### src/rtl/i2cbc_pkg.sv
package i2cbc_pkg;

   localparam int unsigned ADDR_W = 3;

   localparam logic [ADDR_W-1:0] A_CFG  = 3'd0;
   localparam logic [ADDR_W-1:0] A_STAT = 3'd1;
   localparam logic [ADDR_W-1:0] A_ISR  = 3'd2;
   localparam logic [ADDR_W-1:0] A_IMR  = 3'd3;
   localparam logic [ADDR_W-1:0] A_LOAD = 3'd4;

   localparam int unsigned CFG_EN      = 0;
   localparam int unsigned CFG_TERM    = 1;
   localparam int unsigned CFG_STOP    = 2;
   localparam int unsigned CFG_THR_LSB = 16;
   localparam int unsigned IRQ_DONE    = 11;

   typedef enum logic [2:0] {
      ST_IDLE,
      ST_LOW,
      ST_HIGH,
      ST_SP_PRE,
      ST_SP_LOW,
      ST_SP_HIGH,
      ST_SP_REL,
      ST_FIN
   } bc_state_e;

endpackage

### src/rtl/bc_insync.sv
module bc_insync #(
   parameter int unsigned STAGES = 2
) (
   input  logic clk,
   input  logic rst_n,
   input  logic d,
   output logic q
);

   generate
      if (STAGES == 0) begin : g_bypass
         assign q = d;
      end else begin : g_chain
         logic [STAGES-1:0] sh_q;
         always_ff @(posedge clk or negedge rst_n) begin
            if (!rst_n) begin
               sh_q <= '1;
            end else begin
               sh_q[0] <= d;
               for (int i = 1; i < int'(STAGES); i++) begin
                  sh_q[i] <= sh_q[i-1];
               end
            end
         end
         assign q = sh_q[STAGES-1];
      end
   endgenerate

endmodule

### src/rtl/bc_seq.sv
module bc_seq
   import i2cbc_pkg::*;
#(
   parameter int unsigned THR_W       = 5,
   parameter int unsigned PHASE_TICKS = 4
) (
   input  logic             clk,
   input  logic             rst_n,
   input  logic             tick,
   input  logic             go,
   input  logic             stop_req,
   input  logic [THR_W-1:0] thr,
   input  logic             sda_s,
   output logic             scl_low,
   output logic             sda_low,
   output logic             busy,
   output logic             done,
   output logic             ok
);

   localparam int unsigned     TCW     = (PHASE_TICKS > 1) ? $clog2(PHASE_TICKS) : 1;
   localparam logic [TCW-1:0] TC_LAST = TCW'(PHASE_TICKS - 1);

   bc_state_e        state_q;
   logic [TCW-1:0]   tcnt_q;
   logic [THR_W-1:0] pcnt_q;
   logic [THR_W-1:0] thr_q;
   logic             stop_q;
   logic             ok_q;

   logic [THR_W-1:0] thr_eff;
   logic [THR_W:0]   pcnt_nxt;
   logic             phase_end;
   logic             last_pulse;

   assign thr_eff    = (thr_q == '0) ? THR_W'(1) : thr_q;
   assign pcnt_nxt   = {1'b0, pcnt_q} + 1'b1;
   assign phase_end  = tick && (tcnt_q == TC_LAST);
   assign last_pulse = sda_s || (pcnt_nxt >= {1'b0, thr_eff});

   always_ff @(posedge clk or negedge rst_n) begin
      if (!rst_n) begin
         state_q <= ST_IDLE;
         tcnt_q  <= '0;
         pcnt_q  <= '0;
         thr_q   <= '0;
         stop_q  <= 1'b0;
         ok_q    <= 1'b0;
      end else if (state_q == ST_IDLE) begin
         tcnt_q <= '0;
         if (go) begin
            state_q <= ST_LOW;
            pcnt_q  <= '0;
            thr_q   <= thr;
            stop_q  <= stop_req;
            ok_q    <= 1'b0;
         end
      end else if (state_q == ST_FIN) begin
         state_q <= ST_IDLE;
      end else if (tick) begin
         tcnt_q <= phase_end ? '0 : tcnt_q + 1'b1;
         if (phase_end) begin
            unique case (state_q)
               ST_LOW:     state_q <= ST_HIGH;
               ST_HIGH: begin
                  pcnt_q <= pcnt_nxt[THR_W-1:0];
                  ok_q   <= sda_s;
                  if (last_pulse) state_q <= stop_q ? ST_SP_PRE : ST_FIN;
                  else            state_q <= ST_LOW;
               end
               ST_SP_PRE:  state_q <= ST_SP_LOW;
               ST_SP_LOW:  state_q <= ST_SP_HIGH;
               ST_SP_HIGH: state_q <= ST_SP_REL;
               ST_SP_REL:  state_q <= ST_FIN;
               default:    state_q <= ST_IDLE;
            endcase
         end
      end
   end

   assign scl_low = (state_q == ST_LOW) || (state_q == ST_SP_PRE) || (state_q == ST_SP_LOW);
   assign sda_low = (state_q == ST_SP_LOW) || (state_q == ST_SP_HIGH);
   assign busy    = (state_q != ST_IDLE);
   assign done    = (state_q == ST_FIN);
   assign ok      = ok_q;

   // the pulse counter never passes the latched limit
   p_pulse_bound_r6: assert property (@(posedge clk) disable iff (!rst_n)
      (state_q != ST_IDLE) |-> (pcnt_q <= thr_eff));

endmodule

### src/rtl/bc_regs.sv
module bc_regs
   import i2cbc_pkg::*;
#(
   parameter int unsigned DATA_W = 32,
   parameter int unsigned THR_W  = 5
) (
   input  logic              clk,
   input  logic              rst_n,
   input  logic              wr_en,
   input  logic [ADDR_W-1:0] addr,
   input  logic [DATA_W-1:0] wdata,
   output logic [DATA_W-1:0] rdata,
   input  logic              seq_done,
   input  logic              seq_ok,
   output logic              run_en,
   output logic              run_stop,
   output logic [THR_W-1:0]  run_thr,
   output logic              irq
);

   logic             sh_en, sh_term, sh_stop;
   logic [THR_W-1:0] sh_thr;
   logic             act_en, act_stop;
   logic [THR_W-1:0] act_thr;
   logic             load_pend, stat_ok, isr_done, imr_done;
   logic             wr_cfg, wr_isr, wr_imr, wr_load;
   logic             unused_wdata;

   assign unused_wdata = ^wdata;
   assign wr_cfg  = wr_en && (addr == A_CFG);
   assign wr_isr  = wr_en && (addr == A_ISR);
   assign wr_imr  = wr_en && (addr == A_IMR);
   assign wr_load = wr_en && (addr == A_LOAD);

   always_ff @(posedge clk or negedge rst_n) begin
      if (!rst_n) begin
         sh_en     <= 1'b0;
         sh_term   <= 1'b0;
         sh_stop   <= 1'b0;
         sh_thr    <= '0;
         act_en    <= 1'b0;
         act_stop  <= 1'b0;
         act_thr   <= '0;
         load_pend <= 1'b0;
         stat_ok   <= 1'b0;
         isr_done  <= 1'b0;
         imr_done  <= 1'b0;
      end else begin
         if (wr_cfg) begin
            sh_en   <= wdata[CFG_EN];
            sh_term <= wdata[CFG_TERM];
            sh_stop <= wdata[CFG_STOP];
            sh_thr  <= wdata[CFG_THR_LSB +: THR_W];
         end else if (seq_done) begin
            sh_en <= 1'b0;
         end
         load_pend <= wr_load && wdata[0];
         if (load_pend) begin
            act_en   <= sh_en;
            act_stop <= sh_stop;
            act_thr  <= sh_thr;
         end
         if (seq_done) act_en <= 1'b0;
         if (seq_done) stat_ok <= seq_ok;
         if (seq_done)                         isr_done <= 1'b1;
         else if (wr_isr && wdata[IRQ_DONE])   isr_done <= 1'b0;
         if (wr_imr) imr_done <= wdata[IRQ_DONE];
      end
   end

   always_comb begin
      rdata = '0;
      unique case (addr)
         A_CFG: begin
            rdata[CFG_EN]                 = sh_en;
            rdata[CFG_TERM]               = sh_term;
            rdata[CFG_STOP]               = sh_stop;
            rdata[CFG_THR_LSB +: THR_W]   = sh_thr;
         end
         A_STAT: rdata[0]        = stat_ok;
         A_ISR:  rdata[IRQ_DONE] = isr_done;
         A_IMR:  rdata[IRQ_DONE] = imr_done;
         A_LOAD: rdata[0]        = load_pend;
         default: rdata = '0;
      endcase
   end

   assign run_en   = act_en;
   assign run_stop = act_stop;
   assign run_thr  = act_thr;
   assign irq      = isr_done & imr_done;

   // completion raises the done flag
   p_done_sets_flag_r8: assert property (@(posedge clk) disable iff (!rst_n)
      seq_done |=> isr_done);

   // completion drops the committed enable
   p_done_clears_en_r8: assert property (@(posedge clk) disable iff (!rst_n)
      seq_done |=> !act_en);

   // result only moves on a completion
   p_result_sticky_r10: assert property (@(posedge clk) disable iff (!rst_n)
      !seq_done |=> $stable(stat_ok));

endmodule

### src/rtl/i2c_bus_unstick.sv
module i2c_bus_unstick
   import i2cbc_pkg::*;
#(
   parameter int unsigned DATA_W      = 32,
   parameter int unsigned THR_W       = 5,
   parameter int unsigned PHASE_TICKS = 4,
   parameter int unsigned SYNC_STAGES = 2
) (
   input  logic              clk,
   input  logic              rst_n,
   input  logic              tick,
   input  logic              reg_wr,
   input  logic [2:0]        reg_addr,
   input  logic [DATA_W-1:0] reg_wdata,
   output logic [DATA_W-1:0] reg_rdata,
   input  logic              sda_in,
   output logic              scl_oe,
   output logic              sda_oe,
   output logic              irq
);

   generate
      if (THR_W < 4 || THR_W > 15) begin : g_bad_thr_w
         $error("THR_W must lie in 4..15");
      end
      if (DATA_W < CFG_THR_LSB + THR_W) begin : g_bad_data_w
         $error("DATA_W too narrow for the pulse limit field");
      end
      if (PHASE_TICKS < 1) begin : g_bad_phase
         $error("PHASE_TICKS must be at least 1");
      end
      if (SYNC_STAGES > 4) begin : g_bad_sync
         $error("SYNC_STAGES must not exceed 4");
      end
   endgenerate

   logic             sda_s;
   logic             run_en, run_stop;
   logic [THR_W-1:0] run_thr;
   logic             seq_done, seq_ok, seq_busy;

   bc_insync #(.STAGES(SYNC_STAGES)) i_sda_sync (
      .clk   (clk),
      .rst_n (rst_n),
      .d     (sda_in),
      .q     (sda_s)
   );

   bc_regs #(.DATA_W(DATA_W), .THR_W(THR_W)) i_regs (
      .clk      (clk),
      .rst_n    (rst_n),
      .wr_en    (reg_wr),
      .addr     (reg_addr),
      .wdata    (reg_wdata),
      .rdata    (reg_rdata),
      .seq_done (seq_done),
      .seq_ok   (seq_ok),
      .run_en   (run_en),
      .run_stop (run_stop),
      .run_thr  (run_thr),
      .irq      (irq)
   );

   bc_seq #(.THR_W(THR_W), .PHASE_TICKS(PHASE_TICKS)) i_seq (
      .clk      (clk),
      .rst_n    (rst_n),
      .tick     (tick),
      .go       (run_en),
      .stop_req (run_stop),
      .thr      (run_thr),
      .sda_s    (sda_s),
      .scl_low  (scl_oe),
      .sda_low  (sda_oe),
      .busy     (seq_busy),
      .done     (seq_done),
      .ok       (seq_ok)
   );

   // SDA is pulled low only while SCL has been low for a cycle
   p_stop_setup_r7: assert property (@(posedge clk) disable iff (!rst_n)
      $rose(sda_oe) |-> (scl_oe && $past(scl_oe)));

   // SDA is let go only while SCL is released
   p_stop_release_r7: assert property (@(posedge clk) disable iff (!rst_n)
      $fell(sda_oe) |-> (!scl_oe && !$past(scl_oe)));

   // an idle engine pulls neither line
   p_idle_quiet_r1: assert property (@(posedge clk) disable iff (!rst_n)
      !seq_busy |-> (!scl_oe && !sda_oe));

endmodule

### config.mk
export PLATFORM = sky130hd
export DESIGN_NAME = i2c_bus_unstick
export DESIGN_NICKNAME = d
export VERILOG_FILES = /design/src/rtl/i2cbc_pkg.sv /design/src/rtl/bc_insync.sv /design/src/rtl/bc_seq.sv /design/src/rtl/bc_regs.sv /design/src/rtl/i2c_bus_unstick.sv
export SDC_FILE = /design/constraint.sdc
export NUM_CORES = 1
export LEC_CHECK = 0
export ABC_AREA = 1
export BUFFER_PORTS_ARGS = -buffer_cell sky130_fd_sc_hd__buf_2
export CAP_MARGIN = 20
export CORE_MARGIN = 10
export CORE_UTILIZATION = 40
export DETAILED_ROUTE_END_ITERATION = 8
export GPL_ROUTABILITY_DRIVEN = 1
export MAX_ROUTING_LAYER = met4
export PLACE_DENSITY = 0.67
export SLEW_MARGIN = 20
export SYNTH_ARGS = -nofsm -noshare
export SYNTH_HDL_FRONTEND = slang
export SYNTH_SLANG_ARGS = --single-unit
### constraint.sdc
create_clock -name clk -period 2.1 [get_ports clk]
set_clock_uncertainty 0.05 [all_clocks]
set_input_delay 0.21 -clock clk [delete_from_list [all_inputs] [get_ports clk]]
set_output_delay 0.21 -clock clk [all_outputs]
set_load 0.05 [all_outputs]
==> key figures, run 1 <==
Place
  – Hpwl dp: 2870 um
  – Port Buffers: 28
  – Placer's final routability congestion estimate: 0.783

Route
  – Via-per-instance ratio: 4.32
  – DRC viols: 0
  – Number of nets still failing antenna checks after routing: 0
  – WL/cell: 10.5 um
  – DRT iter0 DRCs: 43
  – Via count: 1528
  – Total Wirelength: 3710 um
  – 1st-pass router iterations: 4

Clock tree
  – H-tree Lvls: 2
  – Max clock buf depth: 2
  – CTS Sinks: 38
  – CTS tree: built
  – TritonCTS buffer count: 5
  – Post-cts sizing count: 0
  – Clk_lat worst skew: 0.29 ns
  – Number of hold buffers added after cts: 2
  – Setup bufs post-CTS: 0
  – Clk root buf: clkbuf_8
  – Clock-pin slew on the worst setup and hold paths: 0.07 ns

Worst hold path
  – Worst Hold Depth: 3
  – Class of the worst hold path: in -> reg

Critical path
  – Critical Path AT: 1.96 ns
  – Req. time, crit path: 2.22 ns
  – Max FO, Critical Path: 4
  – Critical Setup Path Class: reg -> reg
  – Flop2flop setup slack: 0.27 ns
  – Crit end category: flip-flop
  – Worst r2r path cells: 11
  – Crit start category: flip-flop

Synth
  – Top FF cell, synth: dfrtp_1
  – Syn_area_per_cell: 8.33 um^2
  – Yosys warnings: 0
  – Synthesis-stage register bit count: 38
  – Synthesized area: 2080 um^2
  – Async SR Flop Fraction: 100%
  – Seq/Total Area, Yosys: 45.8%
  – Post-synth EDFFs: 0
  – Post-synth cell types: 28
  – Cells after Synth: 250

Floorplan
  – Row count: 26
  – Initial Util: 41.1%
  – IO Pins: 75
  – Area of the core: 5070 um^2
  – Die area: 8490 um^2
  – Die H: 92.2 um
  – Die X-Extent: 92.2 um

STA
  – Pins Over Slew Limit: 0
  – Fin Hold WS: 0.0905 ns
  – F_max: 545 MHz
  – TNS Setup: 0 ns
  – RSZ-0062 raised after global routing: false
  – Fin crit share: 87.4%
  – Setup Viol. Count Final: 0
  – Final Hold Fails: 0
  – Final min period: 1.83 ns
  – Headroom to the max-slew limit: 44.2%
  – Slew @ Worst Pin: 0.837 ns

Final layout
  – Most frequent cells in the layout: 46 x nand2_1, 36 x inv_1, 36 x dfrtp_1
  – Final net count: 330
  – Share of layout cells above drive strength 1: 18.3%
  – Area grow syn2layout: 11.9%
  – Leading cell type in the layout, fill and taps excluded: nand2_1
  – Diodes inserted: 0

Global route
  – Number of antenna violations at the first check in global routing: 0
  – Total grt overflow: 0
  – First-pass GRT wire length: 6500 um
  – Vias in the first global route: 1536
  – Largest net degree at the start of global routing: 39
  – Tot GR Track Use: 9.28%

Power
  – Leakage: 1.26 nW
  – Max IR drop VDD: 486 uV
  – Pwr per Cell Area: 1200 nW/um^2

Flow run
  – Max Cap Viol: 0

Status
  – Outcome: finished, final reports clean
==> area by class of cell <==
type / instances / area (um^2)
Fill cell: 520 / 2740
Multi-Input combinational cell: 168 / 870
Timing Repair Buffer: 30 / 160
Inverter: 40 / 150
Tap cell: 70 / 87.6
Clock buffer: 8 / 110
Sequential cell: 38 / 953
==> Yosys cell counts (3+ instances only) <==
| cell | n | area [um^2] |
|---|---|---|
| dfrtp_1 | 36 | 901 |
| o21ai_0 | 12 | 60.1 |
| nor2_1 | 25 | 93.8 |
| ha_1 | 7 | 87.6 |
| nand2_2 | 3 | 18.8 |
| nor3_1 | 3 | 15.0 |
| buf_4 | 23 | 173 |
| nand3_1 | 12 | 60.1 |
| xor2_1 | 4 | 35.0 |
| nand2_1 | 46 | 173 |
| inv_1 | 36 | 135 |
| inv_2 | 4 | 15.0 |
| o21ai_1 | 10 | 50.1 |
| a21oi_1 | 12 | 60.1 |
==> flip-flops by register name, summed over array words and instances (netlist names), 2 cells and up <==
name,flops
i_seq.state_q,3
i_regs.run_thr,5
i_seq.tcnt_q,2
i_sda_sync.g_chain.sh_q,2
i_regs.sh_thr,5
i_seq.pcnt_q,5
i_seq.thr_q,5
==> critical path: stages, from the launching register on <==
cell,delay (ns)
dfrtp_1,0.42
ha_1,0.24
xor2_1,0.18
ha_1,0.29
nand2_1,0.05
inv_1,0.03
nand2_1,0.06
nand2_1,0.05
nand2_1,0.05
nand2_1,0.06
o21ai_0,0.17
nand2_1,0.07
==> worst paths after layout <==
check                                           startpoint                         end
worst min-delay path                          reg_wdata[0]            i_regs.load_pend
worst max-delay path                       i_seq.pcnt_q[0]            i_seq.state_q[1]
max in group asynchronous                            rst_n           i_regs.run_thr[1]
min in group asynchronous                            rst_n             i_regs.imr_done
worst min register to register  i_sda_sync.g_chain.sh_q[0]  i_sda_sync.g_chain.sh_q[1]
worst max register to register             i_seq.pcnt_q[0]            i_seq.state_q[1]
==> per-layer routing <==
metal	track usage, %	part of all wire [%]	vias up
li1	-	-	796
met1	11.1	48	687
met2	14.1	45	40
met3	3.42	5.7	5
met4	3.08	0.94	0
met5	-	0	-
==> kinds of logic after synthesis <==
| family | count (synthesis) | share of synthesized area, % |
|---|---|---|
| adder cells (fa/ha/maj) | 7 | 4.20 |
| AND/OR/NAND/NOR | 96 | 21.4 |
| AO/OA/AOI/OAI | 37 | 9.73 |
| XOR/XNOR | 4 | 1.68 |
| multiplexers | 1 | 0.541 |
| flip-flops | 38 | 45.8 |
| other | 1 | 0.180 |
| buffers and inverters | 66 | 16.5 |
==> power by group <==
group,switching (W),internal [W],leakage [nW]
clock network,0.000251,0.000331,0.0575
logic,0.000789,0.000366,0.744
registers,0.000138,0.000923,0.459
total,0.00118,0.00162,1.26
==> through the flow <==
step                      worst slack (ns)  instance area [um^2]  util (%)  std cells  power [W]
after global routing                 0.138                  2330      45.9        354    0.00303
final                                0.265                  2330      45.9        354    0.00280
after floorplan                      0.373                  2170         -        272    0.00204
after CTS                            0.263                  2330      45.9        354    0.00284
after detailed placement             0.279                  2200      43.4        344    0.00224
after global placement               0.263                  2200      43.4        344    0.00221
(Power assumes the default switching activity.)
==> run 2, diff against run 1 <==
--- a/config.mk
+++ b/config.mk
@@ -5,15 +5,15 @@
 export SDC_FILE = /design/constraint.sdc
 export NUM_CORES = 1
 export LEC_CHECK = 0
-export ABC_AREA = 1
+export ABC_AREA = 0
 export BUFFER_PORTS_ARGS = -buffer_cell sky130_fd_sc_hd__buf_2
 export CAP_MARGIN = 20
 export CORE_MARGIN = 10
-export CORE_UTILIZATION = 40
+export CORE_UTILIZATION = 47
 export DETAILED_ROUTE_END_ITERATION = 8
 export GPL_ROUTABILITY_DRIVEN = 1
 export MAX_ROUTING_LAYER = met4
-export PLACE_DENSITY = 0.67
+export PLACE_DENSITY = 0.76
 export SLEW_MARGIN = 20
 export SYNTH_ARGS = -nofsm -noshare
 export SYNTH_HDL_FRONTEND = slang
==> run 2 against run 1 <==
Effect of this change:
- final cell count down 20%
- core utilization increased by 9.3 points
- global-route usage up 2.2 points
- routed wire length is 8.6% higher
- count of clock-buffer cells in the layout down 2
- first-iteration DRC count up 16%
- fmax fell by 8.6%
- sequential power increased by 13%
- synthesized area increased by 0.66%
- critical path type unchanged
- largest cell class is now multi-input gates
- largest power group is now sequential cells
- highest routed layer unchanged
==> key figures, run 2 <==
Status
  – Outcome: finished, final reports clean

Floorplan
  – IO Pins: 75 (unchanged)
  – Die area: 7530 um^2 (-11%)
  – Initial Util: 48.5% (+7.4 points)
  – Row count: 24 (-7.7%)
  – Die X-Extent: 86.8 um (-5.8%)
  – Die H: 86.8 um (-5.8%)
  – Area of the core: 4320 um^2 (-15%)

Clock tree
  – CTS Sinks: 38 (unchanged)
  – Clock-pin slew on the worst setup and hold paths: 0.07 ns (about the same)
  – Clk_lat worst skew: 0.28 ns (about the same)
  – CTS tree: built
  – Max clock buf depth: 2 (unchanged)
  – H-tree Lvls: 2 (unchanged)
  – Clk root buf: clkbuf_8
  – TritonCTS buffer count: 5 (unchanged)

Route
  – 1st-pass router iterations: 4 (unchanged)
  – DRT iter0 DRCs: 50 (+16%)
  – Via count: 1442 (-5.6%)
  – Number of nets still failing antenna checks after routing: 0 (unchanged)
  – Total Wirelength: 4030 um (+8.6%)
  – DRC viols: 0 (unchanged)
  – Via-per-instance ratio: 5.08 (+18%)
  – WL/cell: 14.2 um (+35%)

Critical path
  – Critical Path AT: 2.10 ns (+0.14 ns)
  – Top delay family on crit path: compound AO/OA/AOI/OAI gates
  – Flop2flop setup slack: 0.09 ns (-0.17 ns)
  – Req. time, crit path: 2.19 ns (-0.03 ns)
  – Worst Path Buf+Inv: 0 (-1)
  – CP Cell Sequence: o41ai_2 -> ha_1 -> nand2b_1 -> a2111oi_4 -> o21a_1 -> a311oi_1
  – Worst r2r path cells: 6 (-5)
  – Critical Setup Path Class: reg -> reg
  – Max FO, Critical Path: 2 (-2)
  – Crit start category: flip-flop
  – Reg2reg end: i_seq.state_q[1]
  – Crit end category: flip-flop
  – Worst r2r src: i_seq.thr_q[4]
  – Critical path depth: 6 (-5)
  – Highest cell delay on the worst timing path: 0.39 ns (-0.03 ns)
  – CP max-delay cell: dfrtp_1

Power
  – Seq pwr share: 38.5% (+0.6 points)
  – Leakage: 1.16 nW (-8.0%)
  – Pwr per Cell Area: 1310 nW/um^2 (+9.0%)
  – Clk pwr share: 24.2% (+3.4 points)
  – Pwr Total: 0.00313 W (+12%)
  – Switching portion of total power: 36.3% (-5.7 points)
  – Power share of the combinational group: 37.3% (-4.0 points)
  – Max IR drop VDD: 832 uV (+71%)
  – Int Pwr: 0.00199 W (+23%)
  – Psw: 0.00114 W (-3.6%)

STA
  – Slew @ Worst Pin: 0.807 ns (-0.0298 ns)
  – Final min period: 2.01 ns (+0.173 ns)
  – Pins Over Slew Limit: 0 (unchanged)
  – F_max: 498 MHz (-8.6%)
  – Headroom to the max-slew limit: 46.2% (+2.0 points)
  – TNS Setup: 0 ns (unchanged)
  – Fin crit share: 95.6% (+8.2 points)
  – Final Hold Fails: 0 (unchanged)
  – Setup Viol. Count Final: 0 (unchanged)

Synth
  – Post-synth cell types: 40 (+43%)
  – Post-synth EDFFs: 0 (unchanged)
  – Most common cell in the netlist: dfrtp_1
  – Synth area leader: dfrtp_1
  – Syn_area_per_cell: 10.5 um^2 (+26%)
  – Share of the synthesized area in the top cell type: 43.0% (-0.28 points)
  – Synth area leaders: dfrtp_1 43%, buf_4 8.2%, mux2_4 5.0%
  – Cells after Synth: 200 (-20%)
  – Async SR Flop Fraction: 100% (unchanged)
  – Top FF cell, synth: dfrtp_1
  – Seq/Total Area, Yosys: 45.5% (-0.30 points)
  – Top post-synthesis cells by count: 36 x dfrtp_1, 23 x buf_4, 22 x nand2_1
  – Synthesis-stage register bit count: 38 (unchanged)
  – Yosys warnings: 0 (unchanged)
  – Synthesized area: 2100 um^2 (+0.66%)

Final layout
  – Most frequent cells in the layout: 36 x dfrtp_1, 28 x buf_2, 23 x conb_1
  – Area grow syn2layout: 13.8%
  – Share of layout cells above drive strength 1: 26.3% (+8.0 points)
  – Leading cell type in the layout, fill and taps excluded: dfrtp_1
  – Final net count: 278 (-16%)
  – Diodes inserted: 0 (unchanged)

Global route
  – Number of antenna violations at the first check in global routing: 0 (unchanged)
  – Tot GR Track Use: 11.5% (+2.2 points)
  – First-pass GRT wire length: 6990 um (+7.5%)
  – Largest net degree at the start of global routing: 39 (unchanged)
  – Total grt overflow: 0 (unchanged)
  – Vias in the first global route: 1545 (+0.59%)

Flow run
  – Max Cap Viol: 0 (unchanged)

Place
  – Hpwl dp: 3010 um (+5.0%)
  – Port Buffers: 28 (unchanged)
  – Placer's final routability congestion estimate: 0.822 (+5.1%)

Worst hold path
  – Hold path endpoint: i_regs.sh_thr[3]
  – Class of the worst hold path: in -> reg
  – Hold Startpoint: reg_wdata[19]
  – Worst Hold Depth: 2 (-1)
[run 2: through the flow]
stage,area [um^2],setup WS [ns],utilization [%],std cells,hold slack (ns)
after detailed placement,2200,-0.0523,50.8,274,0.267
after CTS,2370,0.00496,54.8,284,0.0886
after global routing,2390,-0.0213,55.2,284,0.0893
final,2390,0.0920,55.2,284,0.101
after floorplan,2180,0.191,-,222,-0.136
after global placement,2200,-0.0260,50.8,274,0.266
[run 2: final cells by class]
type                            instances  area (um^2)
Clock inverter                          2         60.1
Fill cell                             393         1940
Multi-Input combinational cell        147         1020
Tap cell                               52         65.1
Sequential cell                        38          953
Timing Repair Buffer                   33          183
Inverter                                6         22.5
Clock buffer                            6         82.6
[run 2: worst max-delay path by stage]
stage / startpoint / endpoint
4_1_cts: i_seq.thr_q[4] / i_seq.state_q[1]
3_3_place_gp: i_seq.thr_q[4] / i_seq.state_q[1]
2_1_floorplan: reg_addr[0] / reg_rdata[11]
3_5_place_dp: i_seq.thr_q[4] / i_seq.state_q[1]
5_1_grt: i_seq.thr_q[4] / i_seq.state_q[1]
6_report: i_seq.thr_q[4] / i_seq.state_q[1]
[run 2: kinds of logic after synthesis]
| kind of cell | count (synthesis) | synth area share [%] |
|---|---|---|
| other | 1 | 0.179 |
| adder cells (fa/ha/maj) | 7 | 4.18 |
| AND/OR/NAND/NOR | 59 | 15.4 |
| AO/OA/AOI/OAI | 33 | 9.67 |
| flip-flops | 38 | 45.5 |
| buffers and inverters | 37 | 11.0 |
| XOR/XNOR | 3 | 1.25 |
| multiplexers | 22 | 12.8 |
[run 2: metal layers]
layer  part of all wire, %  global-route usage, %  up-vias
li1                      -                      -      708
met3                   6.4                   3.94        2
met4                  0.47                   4.42        0
met5                     0                      -        -
met1                    44                   13.2      700
met2                    49                   18.2       32
[run 2: power by group through the flow]
stage	combinational (W)	sequential [W]	clock, W
CTS	0.00108	0.00120	0.000776
detailed placement	0.00106	0.00121	0
global placement	0.00102	0.00120	0
finish	0.00117	0.00120	0.000758
floorplan	0.000925	0.00111	0
global route	0.00132	0.00125	0.000806
[run 2: timing repair]
action / in CTS / in global routing
hold buffers: 2 / 0
gates resized for setup: 1 / 3
setup endpoints to repair: 2 / 2
setup buffers: 0 / 0
endpoints found under the hold margin: 30 / 0
pin swaps: 1 / 2
